==> config.mk <==
export PLATFORM = sky130hd
export DESIGN_NAME = mbox_rx_status
export DESIGN_NICKNAME = d
export VERILOG_FILES = /design/src/rtl/mbox_stat_pkg.sv /design/src/rtl/mbox_stat_ctrl.sv /design/src/rtl/mbox_stat_regs.sv /design/src/rtl/mbox_rx_status.sv
export SDC_FILE = /design/constraint.sdc
export NUM_CORES = 1
export LEC_CHECK = 0
export BUFFER_PORTS_ARGS = -buffer_cell sky130_fd_sc_hd__buf_2
export CELL_PAD_IN_SITES_DETAIL_PLACEMENT = 0
export CELL_PAD_IN_SITES_GLOBAL_PLACEMENT = 1
export CORE_MARGIN = 2
export CORE_UTILIZATION = 43
export CTS_CLUSTER_DIAMETER = 30
export DETAILED_ROUTE_END_ITERATION = 8
export PLACE_DENSITY_LB_ADDON = 0.1
export SETUP_SLACK_MARGIN = 0.05
export SLEW_MARGIN = 20
export SYNTH_ARGS = -nofsm -noshare
export SYNTH_HDL_FRONTEND = slang
export SYNTH_SLANG_ARGS = --single-unit
export TNS_END_PERCENT = 50
==> constraint.sdc <==
create_clock -name clk -period 1.2 [get_ports clk]
set_input_delay 0.18 -clock clk [delete_from_list [all_inputs] [get_ports clk]]
set_output_delay 0.18 -clock clk [all_outputs]
set_load 0.05 [all_outputs]
==> src/rtl/mbox_stat_pkg.sv <==
package mbox_stat_pkg;
  localparam int BOX_COUNT = 32;
  localparam int HALF_W    = 16;
  localparam int NUM_HALF  = BOX_COUNT / HALF_W;
  localparam int IDX_W     = $clog2(BOX_COUNT);
  localparam int NUM_REG   = 2 * NUM_HALF;
  localparam int ADDR_W    = $clog2(NUM_REG);
  localparam int PEND_BASE = 0;
  localparam int OVW_BASE  = NUM_HALF;

  typedef struct packed {
    logic [BOX_COUNT-1:0] setPend;
    logic [BOX_COUNT-1:0] setOvw;
    logic [BOX_COUNT-1:0] clrPend;
    logic [BOX_COUNT-1:0] clrOvw;
  } statStrobe_t;
endpackage

==> src/rtl/mbox_stat_ctrl.sv <==
module mbox_stat_ctrl
  import mbox_stat_pkg::*;
(
  input  logic [BOX_COUNT-1:0] boxDir,
  input  logic                 storeValid,
  input  logic [IDX_W-1:0]     storeIdx,
  input  logic [ADDR_W-1:0]    regAddr,
  input  logic                 regWr,
  input  logic [HALF_W-1:0]    regWdata,
  input  logic [BOX_COUNT-1:0] pendQ,
  output statStrobe_t          strb
);
  logic [BOX_COUNT-1:0] reqMask;
  logic [BOX_COUNT-1:0] rxMask;
  logic [BOX_COUNT-1:0] clrPendV;
  logic [BOX_COUNT-1:0] clrOvwV;

  // one-hot of the addressed mailbox, masked to receive boxes
  always_comb begin
    reqMask = storeValid ? (BOX_COUNT'(1) << storeIdx) : '0;
    rxMask  = reqMask & ~boxDir;
  end

  for (genvar h = 0; h < NUM_HALF; h++) begin : g_half
    assign clrPendV[h*HALF_W +: HALF_W] =
      (regWr && regAddr == ADDR_W'(PEND_BASE + h)) ? regWdata : '0;
    assign clrOvwV[h*HALF_W +: HALF_W] =
      (regWr && regAddr == ADDR_W'(OVW_BASE + h)) ? regWdata : '0;
  end

  // overwrite judged on the pending state before this cycle's update
  always_comb begin
    strb.setPend = rxMask;
    strb.setOvw  = rxMask & pendQ;
    strb.clrPend = clrPendV;
    strb.clrOvw  = clrOvwV;
  end
endmodule

==> src/rtl/mbox_stat_regs.sv <==
module mbox_stat_regs
  import mbox_stat_pkg::*;
(
  input  logic                 clk,
  input  logic                 rstN,
  input  statStrobe_t          strb,
  input  logic                 regRd,
  input  logic [ADDR_W-1:0]    regAddr,
  output logic [BOX_COUNT-1:0] pendQ,
  output logic [BOX_COUNT-1:0] ovwQ,
  output logic [HALF_W-1:0]    regRdata
);
  logic [HALF_W-1:0] view [NUM_REG];

  // set has priority over clear
  always_ff @(posedge clk or negedge rstN) begin
    if (!rstN) begin
      pendQ <= '0;
      ovwQ  <= '0;
    end else begin
      pendQ <= (pendQ & ~strb.clrPend) | strb.setPend;
      ovwQ  <= (ovwQ  & ~strb.clrOvw)  | strb.setOvw;
    end
  end

  for (genvar h = 0; h < NUM_HALF; h++) begin : g_view
    assign view[PEND_BASE + h] = pendQ[h*HALF_W +: HALF_W];
    assign view[OVW_BASE + h]  = ovwQ[h*HALF_W +: HALF_W];
  end

  always_ff @(posedge clk or negedge rstN) begin
    if (!rstN) begin
      regRdata <= '0;
    end else if (regRd && int'(regAddr) < NUM_REG) begin
      regRdata <= view[regAddr];
    end else begin
      regRdata <= '0;
    end
  end
endmodule

==> src/rtl/mbox_rx_status.sv <==
module mbox_rx_status
  import mbox_stat_pkg::*;
(
  input  logic                 clk,
  input  logic                 rstN,
  input  logic [BOX_COUNT-1:0] boxDir,
  input  logic                 storeValid,
  input  logic [IDX_W-1:0]     storeIdx,
  input  logic [ADDR_W-1:0]    regAddr,
  input  logic                 regWr,
  input  logic                 regRd,
  input  logic [HALF_W-1:0]    regWdata,
  output logic [HALF_W-1:0]    regRdata
);
  statStrobe_t          strb;
  logic [BOX_COUNT-1:0] pendQ;
  logic [BOX_COUNT-1:0] ovwQ;

  mbox_stat_ctrl i_ctrl (
    .boxDir    (boxDir),
    .storeValid(storeValid),
    .storeIdx  (storeIdx),
    .regAddr   (regAddr),
    .regWr     (regWr),
    .regWdata  (regWdata),
    .pendQ     (pendQ),
    .strb      (strb)
  );

  mbox_stat_regs i_regs (
    .clk     (clk),
    .rstN    (rstN),
    .strb    (strb),
    .regRd   (regRd),
    .regAddr (regAddr),
    .pendQ   (pendQ),
    .ovwQ    (ovwQ),
    .regRdata(regRdata)
  );
endmodule

* Word level (Yosys, flattened, before mapping)
Cells that the tools add are included.
Word-level totals: logic and storage cells 32, bits in read-only memories 0, register bits 80, memories kept 0, latch bits 0, RAM bits 0, input bits 60
Operators by class: shifts and indexed selects 1, reduce and logical (&&, ||, !) cells 5, add/subtract/negate cells 0, divide/modulo/power cells 0, bitwise gates (word level) 10, magnitude comparators 1, equality and inequality tests 3, multipliers 0, muxes and demuxes 9
Operators by type and width (number):
- $and 32x32->32 | 4
- $mux 16 | 7
- $not 32->32 | 3
- $or 32x32->32 | 2
- $bmux 16 s2 | 1
- $mux 32 | 1
- $shl 1x5->32 const A | 1
- $eq 2x2->1 const B | 2
- $logic_and 1x1->1 | 4
- $ge 3x3->1 const B | 1
- $not 2->3 | 1
- $eq 2x1->1 const B | 1
- $logic_not 2->1 | 1

* Longest topological paths before layout
depth after elaboration 6, depth in mapped cells 5

* By module
Synthesis repeated with hierarchy kept, for this count alone.
Unflattened totals: cells, all modules 460, area total of the unflattened synthesis 4435.5 µm²
By module, submodules not included:
- mbox_stat_regs | cells an instance 265, area each 3246.9 µm², seq. area each 2001.9 µm², times used 1
- mbox_stat_ctrl | cells an instance 195, area each 1188.6 µm², seq. area each 0.0 µm², times used 1

* Least setup slack after synthesis
OpenSTA, ideal clock, no wires.
kind input port to flip-flop, start in storeIdx[4], end reg i_regs.pendQ[0], arrival time 1128 ps, path buffers 2, path slack -23 ps, setup time 95 ps, stages on the path 4, data required time 1105 ps, cells stage by stage buf_6 or4b_4 buf_6 o32ai_2
Between the ends: longest elaborated chain between the ends 4
RTL lines:
- start, declared | RTL line mbox_rx_status.sv:8 | input logic [IDX_W-1:0] storeIdx,
- $shl 1x5->32 | RTL line mbox_stat_ctrl.sv:20 | reqMask = storeValid ? (BOX_COUNT'(1) << storeIdx) : '0;
- $mux 32 | RTL line mbox_stat_ctrl.sv:20
- $and 32x32->32 | RTL line mbox_stat_ctrl.sv:21 | rxMask = reqMask & ~boxDir;
- $or 32x32->32 | RTL line mbox_stat_regs.sv:21 | pendQ <= (pendQ & ~strb.clrPend) | strb.setPend;
- end signal, assigned | RTL line mbox_stat_regs.sv:21
- end, declared | RTL line mbox_stat_regs.sv:9 | output logic [BOX_COUNT-1:0] pendQ,
No other way between the ends.

* Final worst setup path
start reg i_regs.regRdata[5], end out regRdata[5]
RTL lines:
- start, declared | RTL line mbox_stat_regs.sv:11 | output logic [HALF_W-1:0] regRdata
- start signal, assigned | RTL line mbox_stat_regs.sv:35 | regRdata <= view[regAddr];
- end, declared | RTL line mbox_rx_status.sv:13 | output logic [HALF_W-1:0] regRdata
No word-level cell between the ends.

==> key figures <==
Synthesis
  – Seq/Total Area, Yosys: 0.4616
  – Yosys warning count: 0
  – Mean post-synth cell area: 11.50 µm²
  – Synth cell types: 29
  – Register bit count reported by yosys: 80
  – Gate count of the mapped netlist: 377
  – Mapped Area: roughly 4300 µm²
  – Syn Nets: between 400 and 500

Pwr
  – Worst VDD drop: between 600 and 700 µV
  – Leakage power: ~2.4 nW
  – PwrDens: between 1000 and 1500 nW/µm²
  – Power, Total: approximately 6.7 mW

Setup path
  – FF-to-FF setup slack: between 0.1 and 0.15 ns
  – Critical path type: reg2out
  – Crit-path cells: buf_4
  – CP startpoint kind: flop
  – Crit path required time: just over 1 ns
  – Arrival time worst endpoint: around 0.94 ns
  – Worst r2r src: i_regs.pendQ[8]
  – CP Capture Type: output pin
  – R2R depth: 2
  – CP max-delay cell: dfrtp_1
  – Reg-to-Reg End: i_regs.ovwQ[8]
  – Largest stage delay, worst path: a little under 0.4 ns
  – Delay-heaviest family, CP: flip-flops
  – Crit Path Max Fanout: 1
  – CP Buf/Inv Count: 1

Timing
  – Setup Viol. Count Final: 0
  – Final hold violations: 0
  – Final worst path period need: between 1 and 1.5 ns
  – Slew Limit Headroom: 0.6957
  – Fmax: just under 900 MHz
  – Final period utilization: 0.9331
  – Worst Skew: around 0.010 ns
  – Setup TNS: 0 ns
  – Final worst slack: ~0.080 ns
  – RSZ-0062 raised after global routing: true
  – Final Max Tran Viols: 0
  – Slew @ Worst Pin: roughly 0.46 ns
  – Min Hold Slack: ~0.025 ns

Die
  – Die Ht: between 100 and 150 µm
  – Core Area: approximately 9800 µm²
  – Die Area: 10900 µm²
  – # rows: 36
  – Die X: around 100 µm
  – Io pins: 76
  – Initial core utilization: 0.4437

Placement
  – Post-placement cell count: about 590
  – Detailed Place HPWL: around 8.4 mm
  – Gpl congestion: around 0.79
  – Setup WS pre-CTS: -0.07383 ns
  – IO Port Bufs: 75

Clocking
  – Postcts setup bufs: 0
  – Max clock buf depth: 2
  – Clk Latency, worst-skew pair: 0.35 ns
  – Clock sinks: 80
  – TritonCTS clock tree: built
  – Root Driver: clkbuf_8
  – TritonCTS buffer count: 9
  – H-tree lvl count: 3
  – Reg clk slew, reported paths: ~0.090 ns

Cells and area
  – Nets@finish: about 530
  – Inserted Diodes: 0
  – Area grow syn2layout: 24.47%
  – Layout cells sized above 1: 0.2966
  – Final std cells w/o fill: 605

Route
  – Pre-antenna DRT Iters: 4
  – DRT iter0 DRCs: between 200 and 300
  – WL/cell: around 20 µm
  – Vias: around 3600
  – DRT Wirelength: 12.19 mm
  – Antenna Violating Nets Remaining: 0
  – DRC Markers: 0
  – Via/cell ratio: between 5 and 6

Min path
  – Hold path startpoint: boxDir[10]
  – HP Class: in2reg
  – Hold path depth: 2
  – Hold Path Sink: i_regs.pendQ[10]

Global route
  – Largest net degree at the start of global routing: 81
  – Grt met2 use: 0.3646
  – Most Used Layer, Global Route: met2
  – Grt ovf: 0
  – Total global-route track usage: 0.2331
  – Initial antenna violation count: 0
  – M1 GR Usage: 0.3317
  – Vias in the first global route: 3618
  – Global-route wire length before repair: between 20 and 25 mm
  – Met3 GRT Util: 0.05138

Flow run
  – Max Cap Viol: 0

Outcome
  – Outcome: finished, final reports clean
## worst max-delay path by stage
stage | start | to | cells past startpoint
finish | i_regs.regRdata[5] | regRdata[5] | 1
global route | i_regs.regRdata[13] | regRdata[13] | 1
CTS | i_regs.regRdata[10] | regRdata[10] | 1
detailed placement | storeIdx[0] | i_regs.pendQ[12] | 3
global placement | storeIdx[0] | i_regs.pendQ[12] | 3
floorplan | storeIdx[4] | i_regs.pendQ[0] | 4
## flip-flops by register name, indices dropped and copies added, names as in the netlist
name and cells:
i_regs.ovwQ 32, i_regs.pendQ 32, i_regs.regRdata 16
## area by class of cell
| class | instances | area, µm² |
|---|---|---|
| fill | 903 | 4377 |
| clock inverter | 4 | 76.32 |
| inverter | 29 | 108.9 |
| timing repair buffer | 119 | 848.3 |
| multi-input combinational | 228 | 2041 |
| sequential | 80 | 2002 |
| clock buffer | 12 | 155.1 |
| tap | 133 | 166.4 |
## cells in the final DEF, fill, tap and decap left out
master / n
clkinv_4: 1
and4_1: 2
clkinvlp_4: 1
inv_1: 29
o32ai_1: 23
nor3_1: 1
nand4bb_1: 18
nand2b_1: 5
or4b_1: 5
nor3b_1: 2
buf_4: 44
buf_12: 9
or2_2: 1
clkbuf_4: 1
or4bb_1: 2
dfrtp_1: 80
a32o_1: 3
bufinv_16: 2
or3_1: 4
buf_2: 64
nand4b_1: 29
or4b_4: 1
clkbuf_8: 11
clkbuf_1: 1
o32ai_2: 4
nand2_1: 3
dlygate4sd3_1: 1
and4bb_2: 1
mux2i_1: 32
a22o_1: 3
o2bb2ai_1: 29
nand4_1: 15
o22ai_1: 18
and4b_1: 14
nor4bb_1: 13
## kinds of logic (layout without fill, tap and decap cells)
| logic type | Yosys count | in the layout | share of synthesized area |
|---|---|---|---|
| compound gates | 80 | 80 | 0.1590 |
| buf+inv | 69 | 164 | 0.06780 |
| flops | 80 | 80 | 0.4616 |
| mux | 32 | 32 | 0.07386 |
| simple gates | 116 | 116 | 0.2377 |
## repair_timing
item	CTS	global route
hold endpoints to repair	80	0
hold buffers	1	0
gates resized for setup	1	15
endpoints found under the setup margin	3	16
## report_power, final
group	leakage [nW]	switching (mW)	internal [mW]	total [mW]
Sequential	1.08	0.164	2.95	3.12
Combinational	1.16	0.720	0.555	1.27
Clock	0.113	1.01	1.29	2.30
Total	2.35	1.89	4.80	6.69
## worst reg2reg max path: cells and delay by family (launching register included)
kind | cells | cell delay [ns]
AO/OA/AOI/OAI | 1 | 0.16
flip-flops | 1 | 0.38
AND/OR/NAND/NOR | 1 | 0.49
## metrics by stage
stage	utilization	area [µm²]
global placement	0.5252	5134
finish	0.5522	5398
floorplan	-	4339
global route	0.5522	5398
CTS	0.5502	5378
detailed placement	0.5252	5134
## cell usage after synthesis (all sizes together)
library cell	count	share of area
dfrtp	80	0.46
mux2i	32	0.074
inv	29	0.025
nand4b	29	0.059
o2bb2ai	29	0.059
o32ai	27	0.061
buf	21	0.026
clkbuf	19	0.016
nand4bb	18	0.047
o22ai	18	0.026
nand4	15	0.022
and4b	14	0.032
nor4bb	13	0.030
or4b	6	0.015
nand2b	5	0.0072
or3	4	0.0058
a22o	3	0.0061
a32o	3	0.0069
nand2	3	0.0026
and4	2	0.0040
nor3b	2	0.0035
or4bb	2	0.0052
and4bb	1	0.0029
nor3	1	0.0012
or2	1	0.0014
## layer usage
metal / vias to the layer above / wire length [µm]
met1: 1765 / 5610
met4: 0 / 89
met5: - / 0
met2: 103 / 5815
li1: 1697 / -
met3: 10 / 677
Note: power is estimated with default switching activity, not from simulation.
